File: src/rtl/tmr_pkg.sv
`timescale 1ns/1ps
package tmr_pkg;

    typedef enum logic [1:0] {
        SRC_NONE  = 2'd0,
        SRC_TICK  = 2'd1,
        SRC_PIN   = 2'd2,
        SRC_NONE2 = 2'd3
    } src_e;

    // Terminal prescaler value for a division code: 0,1,3,7
    function automatic logic [2:0] div_limit(input logic [1:0] code);
        return (3'd1 << code) - 3'd1;
    endfunction

endpackage

File: src/rtl/tmr_edge_sync.sv
`timescale 1ns/1ps
module tmr_edge_sync #(
    parameter int STAGES = 2
) (
    input  logic clk,
    input  logic rst_n,
    input  logic pin_i,
    output logic rise_o
);
    localparam int SW = STAGES + 1;

    typedef struct packed {
        logic [SW-1:0] sh;
    } st_t;

    st_t q, d;

    always_comb begin
        d      = q;
        d.sh   = {q.sh[SW-2:0], pin_i};
        rise_o = q.sh[STAGES-1] & ~q.sh[STAGES];
    end

    always_ff @(posedge clk or negedge rst_n) begin
        if (!rst_n) q <= '0;
        else        q <= d;
    end

    // a detected edge is never followed by another in the next cycle
    a_r10_rise_spacing: assert property (@(posedge clk) disable iff (!rst_n)
        rise_o |=> !rise_o);

endmodule

File: src/rtl/tmr_prescaler.sv
`timescale 1ns/1ps
module tmr_prescaler
    import tmr_pkg::*;
#(
    parameter int TICK_DIV = 12,
    parameter int PS_W     = 3
) (
    input  logic       clk,
    input  logic       rst_n,
    input  logic [1:0] src_i,
    input  logic [1:0] div_i,
    input  logic       pin_rise_i,
    input  logic       clr_i,
    output logic       step_o
);
    localparam int TW = $clog2(TICK_DIV);

    typedef struct packed {
        logic [TW-1:0]   tick_cnt;
        logic [PS_W-1:0] ps;
        logic [1:0]      src;
        logic [1:0]      div;
    } st_t;

    st_t q, d;

    logic            cfg_chg;
    logic            tick;
    logic            ev;
    logic [PS_W-1:0] lim;

    always_comb begin
        d       = q;
        cfg_chg = (src_i != q.src) || (div_i != q.div);
        tick    = (q.tick_cnt == TW'(TICK_DIV - 1));
        ev      = ((src_i == SRC_TICK) && tick) || ((src_i == SRC_PIN) && pin_rise_i);
        lim     = PS_W'(div_limit(div_i));
        step_o  = ev && !cfg_chg && !clr_i && (q.ps == lim);

        d.tick_cnt = tick ? '0 : q.tick_cnt + TW'(1);
        if (ev) d.ps = (q.ps == lim) ? '0 : q.ps + PS_W'(1);
        if (cfg_chg || clr_i) begin
            d.tick_cnt = '0;
            d.ps       = '0;
        end
        d.src = src_i;
        d.div = div_i;
    end

    always_ff @(posedge clk or negedge rst_n) begin
        if (!rst_n) q <= '0;
        else        q <= d;
    end

    // a configuration change is never accompanied by a count step
    a_r5_no_step_on_change: assert property (@(posedge clk) disable iff (!rst_n)
        ((src_i != q.src) || (div_i != q.div)) |-> !step_o);

    // clearing forces the prescaler phase back to zero
    a_r7_clr_resets_phase: assert property (@(posedge clk) disable iff (!rst_n)
        clr_i |=> (q.ps == '0));

endmodule

File: src/rtl/tmr_count16.sv
`timescale 1ns/1ps
module tmr_count16 #(
    parameter int CNT_W = 16,
    parameter int LO_W  = 8
) (
    input  logic             clk,
    input  logic             rst_n,
    input  logic             step_i,
    input  logic             clr_i,
    input  logic             lo_clr_i,
    input  logic             full_clr_i,
    output logic [CNT_W-1:0] cnt_o,
    output logic             ovf_lo_o,
    output logic             ovf_full_o
);
    typedef struct packed {
        logic [CNT_W-1:0] cnt;
        logic             ovf_lo;
        logic             ovf_full;
    } st_t;

    st_t  q, d;
    logic set_lo, set_full;

    always_comb begin
        d        = q;
        set_lo   = step_i && !clr_i && (q.cnt[LO_W-1:0] == '1);
        set_full = step_i && !clr_i && (q.cnt == '1);

        if (clr_i)       d.cnt = '0;
        else if (step_i) d.cnt = q.cnt + CNT_W'(1);

        if (lo_clr_i)   d.ovf_lo   = 1'b0;
        if (set_lo)     d.ovf_lo   = 1'b1;
        if (full_clr_i) d.ovf_full = 1'b0;
        if (set_full)   d.ovf_full = 1'b1;
    end

    always_ff @(posedge clk or negedge rst_n) begin
        if (!rst_n) q <= '0;
        else        q <= d;
    end

    assign cnt_o      = q.cnt;
    assign ovf_lo_o   = q.ovf_lo;
    assign ovf_full_o = q.ovf_full;

    // the count holds, steps by one, or drops to zero
    a_r2_step_shape: assert property (@(posedge clk) disable iff (!rst_n)
        1'b1 |=> (cnt_o == $past(cnt_o) || cnt_o == $past(cnt_o) + CNT_W'(1) || cnt_o == '0));

    // low byte wrap raises the low flag
    a_r8_lo_wrap: assert property (@(posedge clk) disable iff (!rst_n)
        (step_i && !clr_i && cnt_o[LO_W-1:0] == '1) |=> ovf_lo_o);

    // full wrap raises the full flag and leaves zero
    a_r8_full_wrap: assert property (@(posedge clk) disable iff (!rst_n)
        (step_i && !clr_i && cnt_o == '1) |=> (ovf_full_o && cnt_o == '0));

    // flags are sticky without a clear
    a_r9_lo_sticky: assert property (@(posedge clk) disable iff (!rst_n)
        (ovf_lo_o && !lo_clr_i) |=> ovf_lo_o);
    a_r9_full_sticky: assert property (@(posedge clk) disable iff (!rst_n)
        (ovf_full_o && !full_clr_i) |=> ovf_full_o);

endmodule

File: src/rtl/tmr16_prescaled.sv
`timescale 1ns/1ps
module tmr16_prescaled
    import tmr_pkg::*;
#(
    parameter int CNT_W    = 16,
    parameter int TICK_DIV = 12,
    parameter int SYNC_N   = 2
) (
    input  logic               clk,
    input  logic               rst_n,
    input  logic [1:0]         src_sel,
    input  logic [1:0]         div_sel,
    input  logic               ext_rst_en,
    input  logic               halt,
    input  logic               ext_cnt_pin,
    input  logic               ext_rst_pin,
    input  logic               ovf_lo_clr,
    input  logic               ovf_full_clr,
    output logic [CNT_W/2-1:0] cnt_lo,
    output logic [CNT_W/2-1:0] cnt_hi,
    output logic               ovf_lo_flag,
    output logic               ovf_full_flag
);
    localparam int HALF = CNT_W / 2;

    logic             cnt_rise, rst_rise;
    logic             step, cnt_clr;
    logic [CNT_W-1:0] count;

    tmr_edge_sync #(.STAGES(SYNC_N)) u_cnt_sync (
        .clk(clk), .rst_n(rst_n), .pin_i(ext_cnt_pin), .rise_o(cnt_rise));

    tmr_edge_sync #(.STAGES(SYNC_N)) u_rst_sync (
        .clk(clk), .rst_n(rst_n), .pin_i(ext_rst_pin), .rise_o(rst_rise));

    assign cnt_clr = halt || (ext_rst_en && rst_rise);

    tmr_prescaler #(.TICK_DIV(TICK_DIV), .PS_W(3)) u_ps (
        .clk(clk), .rst_n(rst_n), .src_i(src_sel), .div_i(div_sel),
        .pin_rise_i(cnt_rise), .clr_i(cnt_clr), .step_o(step));

    tmr_count16 #(.CNT_W(CNT_W), .LO_W(HALF)) u_cnt (
        .clk(clk), .rst_n(rst_n), .step_i(step), .clr_i(cnt_clr),
        .lo_clr_i(ovf_lo_clr), .full_clr_i(ovf_full_clr),
        .cnt_o(count), .ovf_lo_o(ovf_lo_flag), .ovf_full_o(ovf_full_flag));

    assign cnt_lo = count[HALF-1:0];
    assign cnt_hi = count[CNT_W-1:HALF];

    // halt leaves the count at zero
    a_r7_halt_holds: assert property (@(posedge clk) disable iff (!rst_n)
        halt |=> ({cnt_hi, cnt_lo} == '0));

    // an enabled external reset edge clears the count
    a_r6_ext_reset: assert property (@(posedge clk) disable iff (!rst_n)
        (ext_rst_en && rst_rise) |=> ({cnt_hi, cnt_lo} == '0));

endmodule

File: config.mk
export PLATFORM = sky130hd
export DESIGN_NAME = tmr16_prescaled
export DESIGN_NICKNAME = d
export VERILOG_FILES = /design/src/rtl/tmr_pkg.sv /design/src/rtl/tmr_edge_sync.sv /design/src/rtl/tmr_prescaler.sv /design/src/rtl/tmr_count16.sv /design/src/rtl/tmr16_prescaled.sv
export SDC_FILE = /design/constraint.sdc
export NUM_CORES = 1
export LEC_CHECK = 0
export CAP_MARGIN = 5
export CORE_MARGIN = 2
export CORE_UTILIZATION = 52
export CTS_CLUSTER_DIAMETER = 150
export DETAILED_ROUTE_END_ITERATION = 7
export GPL_ROUTABILITY_DRIVEN = 1
export MAX_ROUTING_LAYER = met4
export PLACE_DENSITY = 0.79
export SYNTH_ARGS = -nofsm -noshare
export SYNTH_HDL_FRONTEND = slang
export SYNTH_SLANG_ARGS = --single-unit
File: constraint.sdc
create_clock -name clk -period 2.8 [get_ports clk]
set_input_delay 0.42 -clock clk [delete_from_list [all_inputs] [get_ports clk]]
set_output_delay 0.42 -clock clk [all_outputs]
set_load 0.05 [all_outputs]
==> summary.md <==
Traced cell by cell, the critical path runs through clkdlybuf4s50_1 -> or4_1 -> a21oi_2 -> nor2_2 -> or4_1 -> a21oi_1. Overall die height: 61.2 um. Setup repair after global routing left no endpoint under its margin. For the overall die area, the log shows 0.00375 sq mm.

The worst path in the final design needs a cycle of 2.41 ns, including I/O delays and setup. Before antenna repair, the detailed router went through 5 iterations. The max-capacitance violation count is 0.

During placement, the flow inserted port buffers numbering 29. The count of hold buffers inserted by post-cts repair is 0, and the number of H-tree levels is 2. The worst-case IR drop observed on VDD is 0.000226 V. The vias after detailed routing came out at 1,495.

For this design the ratio of total power to cell area is 404 mW/mm^2. Clock tree synthesis found a total of 35 sinks. TritonCTS built the clock tree. Dividing the synthesized area by the synthesized cell count gives 10.3 sq um. The via count of the first global-routing pass is 1,446, and the final number of max-transition violations is 0. In this design, the stage delay of the slowest critical-path cell is 0.57 ns. The relative area change from synthesis to final layout is 23.5%, and the die span in x is 61.2 um. The number of placement rows is 20. Data arrives at the worst endpoint at 2.66 ns. The detailed router finished its first iteration with 71 violations. The first global-routing pass estimated 6260 um of wire.

For the pin with the worst max-slew slack, the measured transition is 1.04 ns. Clock skew on the completed layout was measured at 0.0124 ns. The clock reaches the later pin of the worst-skew pair after 0.33 ns.

Clock-pin slew was measured on the worst setup and hold paths at 0.09 ns. The share of the clock period used by the worst path after layout was 0.860. The most numerous cell on the critical path is sky130_fd_sc_hd__or4_1.

The fraction of registers with async set or reset after synthesis was 1.00. Entering global routing, the biggest net connects 36 pins. At the worst endpoint, the required time is 3.05 ns. The maximum fanout along the worst path was 32; the total nets after synthesis was 180. The part of the Yosys area used for sequential elements is 0.514.

The worst setup path is launched from an input port. The share of final-layout standard cells stronger than drive strength 1 works out to 0.0955. The footprint of the multi-input gates is 771 sq um, and the number of setup violations in the final report is 0. The cell family contributing the most delay on the critical path is simple AND/OR/NAND/NOR gates.

Derived from the worst setup path, the maximum achievable clock frequency is 415 MHz. The initial antenna violation count was 0; the worst slew margin relative to its limit was 0.309. Fill cells in the final layout number 247. The count of buffering cells on the critical path with inverters included was 1. For the number of instances in the synthesized netlist, the log shows 165. Detailed placement ended at an HPWL of 2650 um. The mapped netlist covers 0.00170 sq mm. The most instantiated flip-flop cell in the synthesis netlist was sky130_fd_sc_hd__dfrtp_1. The routed design has 3770 um of wire. In this run the static leakage power is 0.807 nW. On the critical path, the stage with the largest delay is an instance of sky130_fd_sc_hd__or4_1. The global-route usage over all layers was 0.236; the cell count after placement was 236.

During synthesis, Yosys emitted a total of 0 warnings. In the final layout, flip-flops and latches occupy 876 sq um. At the end of routability-driven placement, the weighted congestion stood at 0.841. The path class of the tightest hold or removal check is register to register. The synthesized netlist contains 36 unique library cells.

The number of setup buffers added after CTS is 0. Counting along the longest clock path gives a buffer depth of 2. The run finished with clean final reports. STA classifies the critical path endpoint as a register.

After global routing the overflow that remains totals 0. The tools report the starting density of the core as 0.554. The tree is rooted in a sky130_fd_sc_hd__clkbuf_4. Using the TritonRoute via totals, the vias-per-cell ratio works out to 6.15. The number of buffers created by CTS was 5; the number of top-level pins was 30. The number of antenna diodes in the final layout is 0.

The number of enable flip-flop cells after synthesis was 0; the post-route setup TNS was 0 ns. For this run, the post-layout net count is 214. The mean routed wirelength per cell is 15.5 um.

The detail route stage leaves a number of antenna-violating nets equal to 0. The area of the core came out at 0.00308 sq mm. The post-cts gate resize count is 0, and the count of final hold-check violations is 0. The DRC violations left was 0. The register bit total from synthesis came out at 35.

Type of the setup path with the least slack: input port to register. For this run, the number of standard cells in the final layout without fillers is 243. The final design utilization was 0.684.
[flip-flops by register name, summed over array words and instances, names as in the netlist]
name and count:
u_cnt_sync.q 3, u_cnt.ovf_lo_o 1, u_ps.q 11, u_cnt.cnt_o 16
u_cnt.ovf_full_o 1, u_rst_sync.q 3
[final timing paths]
kind / startpoint / to / slack [ns] / depth (start not counted)
setup / recovery: div_sel[1] / u_cnt.cnt_o[3]$_DFFE_PN0P_ / 0.39 / 6
hold / removal: u_cnt_sync.q[0]$_DFF_PN0_ / u_cnt_sync.q[1]$_DFF_PN0_ / 0.36 / 0
setup reg to reg: u_ps.q[4]$_DFFE_PN0P_ / u_cnt.cnt_o[3]$_DFFE_PN0P_ / 0.57 / 5
hold reg to reg: u_cnt_sync.q[0]$_DFF_PN0_ / u_cnt_sync.q[1]$_DFF_PN0_ / 0.36 / 0
max in group asynchronous: rst_n / u_cnt.ovf_lo_o$_DFFE_PN0P_ / 1.98 / 2
min in group asynchronous: rst_n / u_ps.q[1]$_DFF_PN0_ / 0.49 / 2
[per-stage QoR]
stage          power (mW)  area, sq um  worst slack, ns  hold slack, ns
2_1_floorplan       0.552         1700            0.772           0.124
4_1_cts             0.857         2100            0.410           0.360
3_5_place_dp        0.587         2050           0.0917           0.337
3_3_place_gp        0.586         2050            0.128           0.335
5_1_grt             0.884         2100            0.233           0.376
6_report            0.851         2100            0.392           0.357
[synth_stat cells (3+ instances only)]
library cell / count / area share
sky130_fd_sc_hd__nand2_1: 9 / 0.020
sky130_fd_sc_hd__clkbuf_1: 3 / 0.0066
sky130_fd_sc_hd__dfrtp_1: 35 / 0.51
sky130_fd_sc_hd__mux2i_1: 3 / 0.018
sky130_fd_sc_hd__ha_1: 3 / 0.022
sky130_fd_sc_hd__xor2_1: 4 / 0.021
sky130_fd_sc_hd__or4_1: 15 / 0.066
sky130_fd_sc_hd__nand3_1: 10 / 0.029
sky130_fd_sc_hd__nor2_1: 6 / 0.013
sky130_fd_sc_hd__a21oi_1: 18 / 0.053
sky130_fd_sc_hd__and3_1: 3 / 0.011
sky130_fd_sc_hd__nand4_1: 6 / 0.022
sky130_fd_sc_hd__nor3_1: 4 / 0.012
sky130_fd_sc_hd__inv_1: 6 / 0.013
sky130_fd_sc_hd__o31ai_1: 14 / 0.062
[layout make-up]
cell class	count	share of cell area
timing repair buffer	33	0.152
inverter	7	0.0125
multi-input combinational	117	0.366
clock inverter	1	0.00238
clock buffer	6	0.0244
tap	44	0.0262
sequential	35	0.416
[where the power goes]
group	switching (mW)	internal [mW]	leakage (nW)	total, mW
Sequential	0.00349	0.513	0.466	0.516
Clock	0.158	0.116	0.0341	0.274
Combinational	0.0359	0.0245	0.307	0.0603
Total	0.197	0.654	0.807	0.851
[cell families after synthesis]
kind of cell | synth area share
compound gates | 0.156
xor+xnor | 0.0257
fa+ha+maj | 0.0220
buf+inv | 0.0338
flops | 0.514
mux | 0.0176
simple gates | 0.231
[placed cells by master, fill, tap and decap left out, types with 4 or more instances in the layout]
cell type	n
sky130_fd_sc_hd__clkdlybuf4s50_1	29
sky130_fd_sc_hd__o31ai_1	14
sky130_fd_sc_hd__nor3_1	4
sky130_fd_sc_hd__xor2_1	4
sky130_fd_sc_hd__clkbuf_4	5
sky130_fd_sc_hd__nand4_1	6
sky130_fd_sc_hd__nand2_1	9
sky130_fd_sc_hd__nand3_1	10
sky130_fd_sc_hd__nor2_1	6
sky130_fd_sc_hd__dfrtp_1	35
sky130_fd_sc_hd__inv_1	6
sky130_fd_sc_hd__buf_4	4
sky130_fd_sc_hd__a21oi_1	18
sky130_fd_sc_hd__or4_1	15
[per-layer routing]
layer	up-vias	global-route usage	share of wire
met5	-	-	0
met4	0	0.102	0.016
met3	8	0.0399	0.056
met2	62	0.372	0.49
met1	725	0.299	0.44
li1	700	-	-
Note: power is estimated with default switching activity, not from simulation.
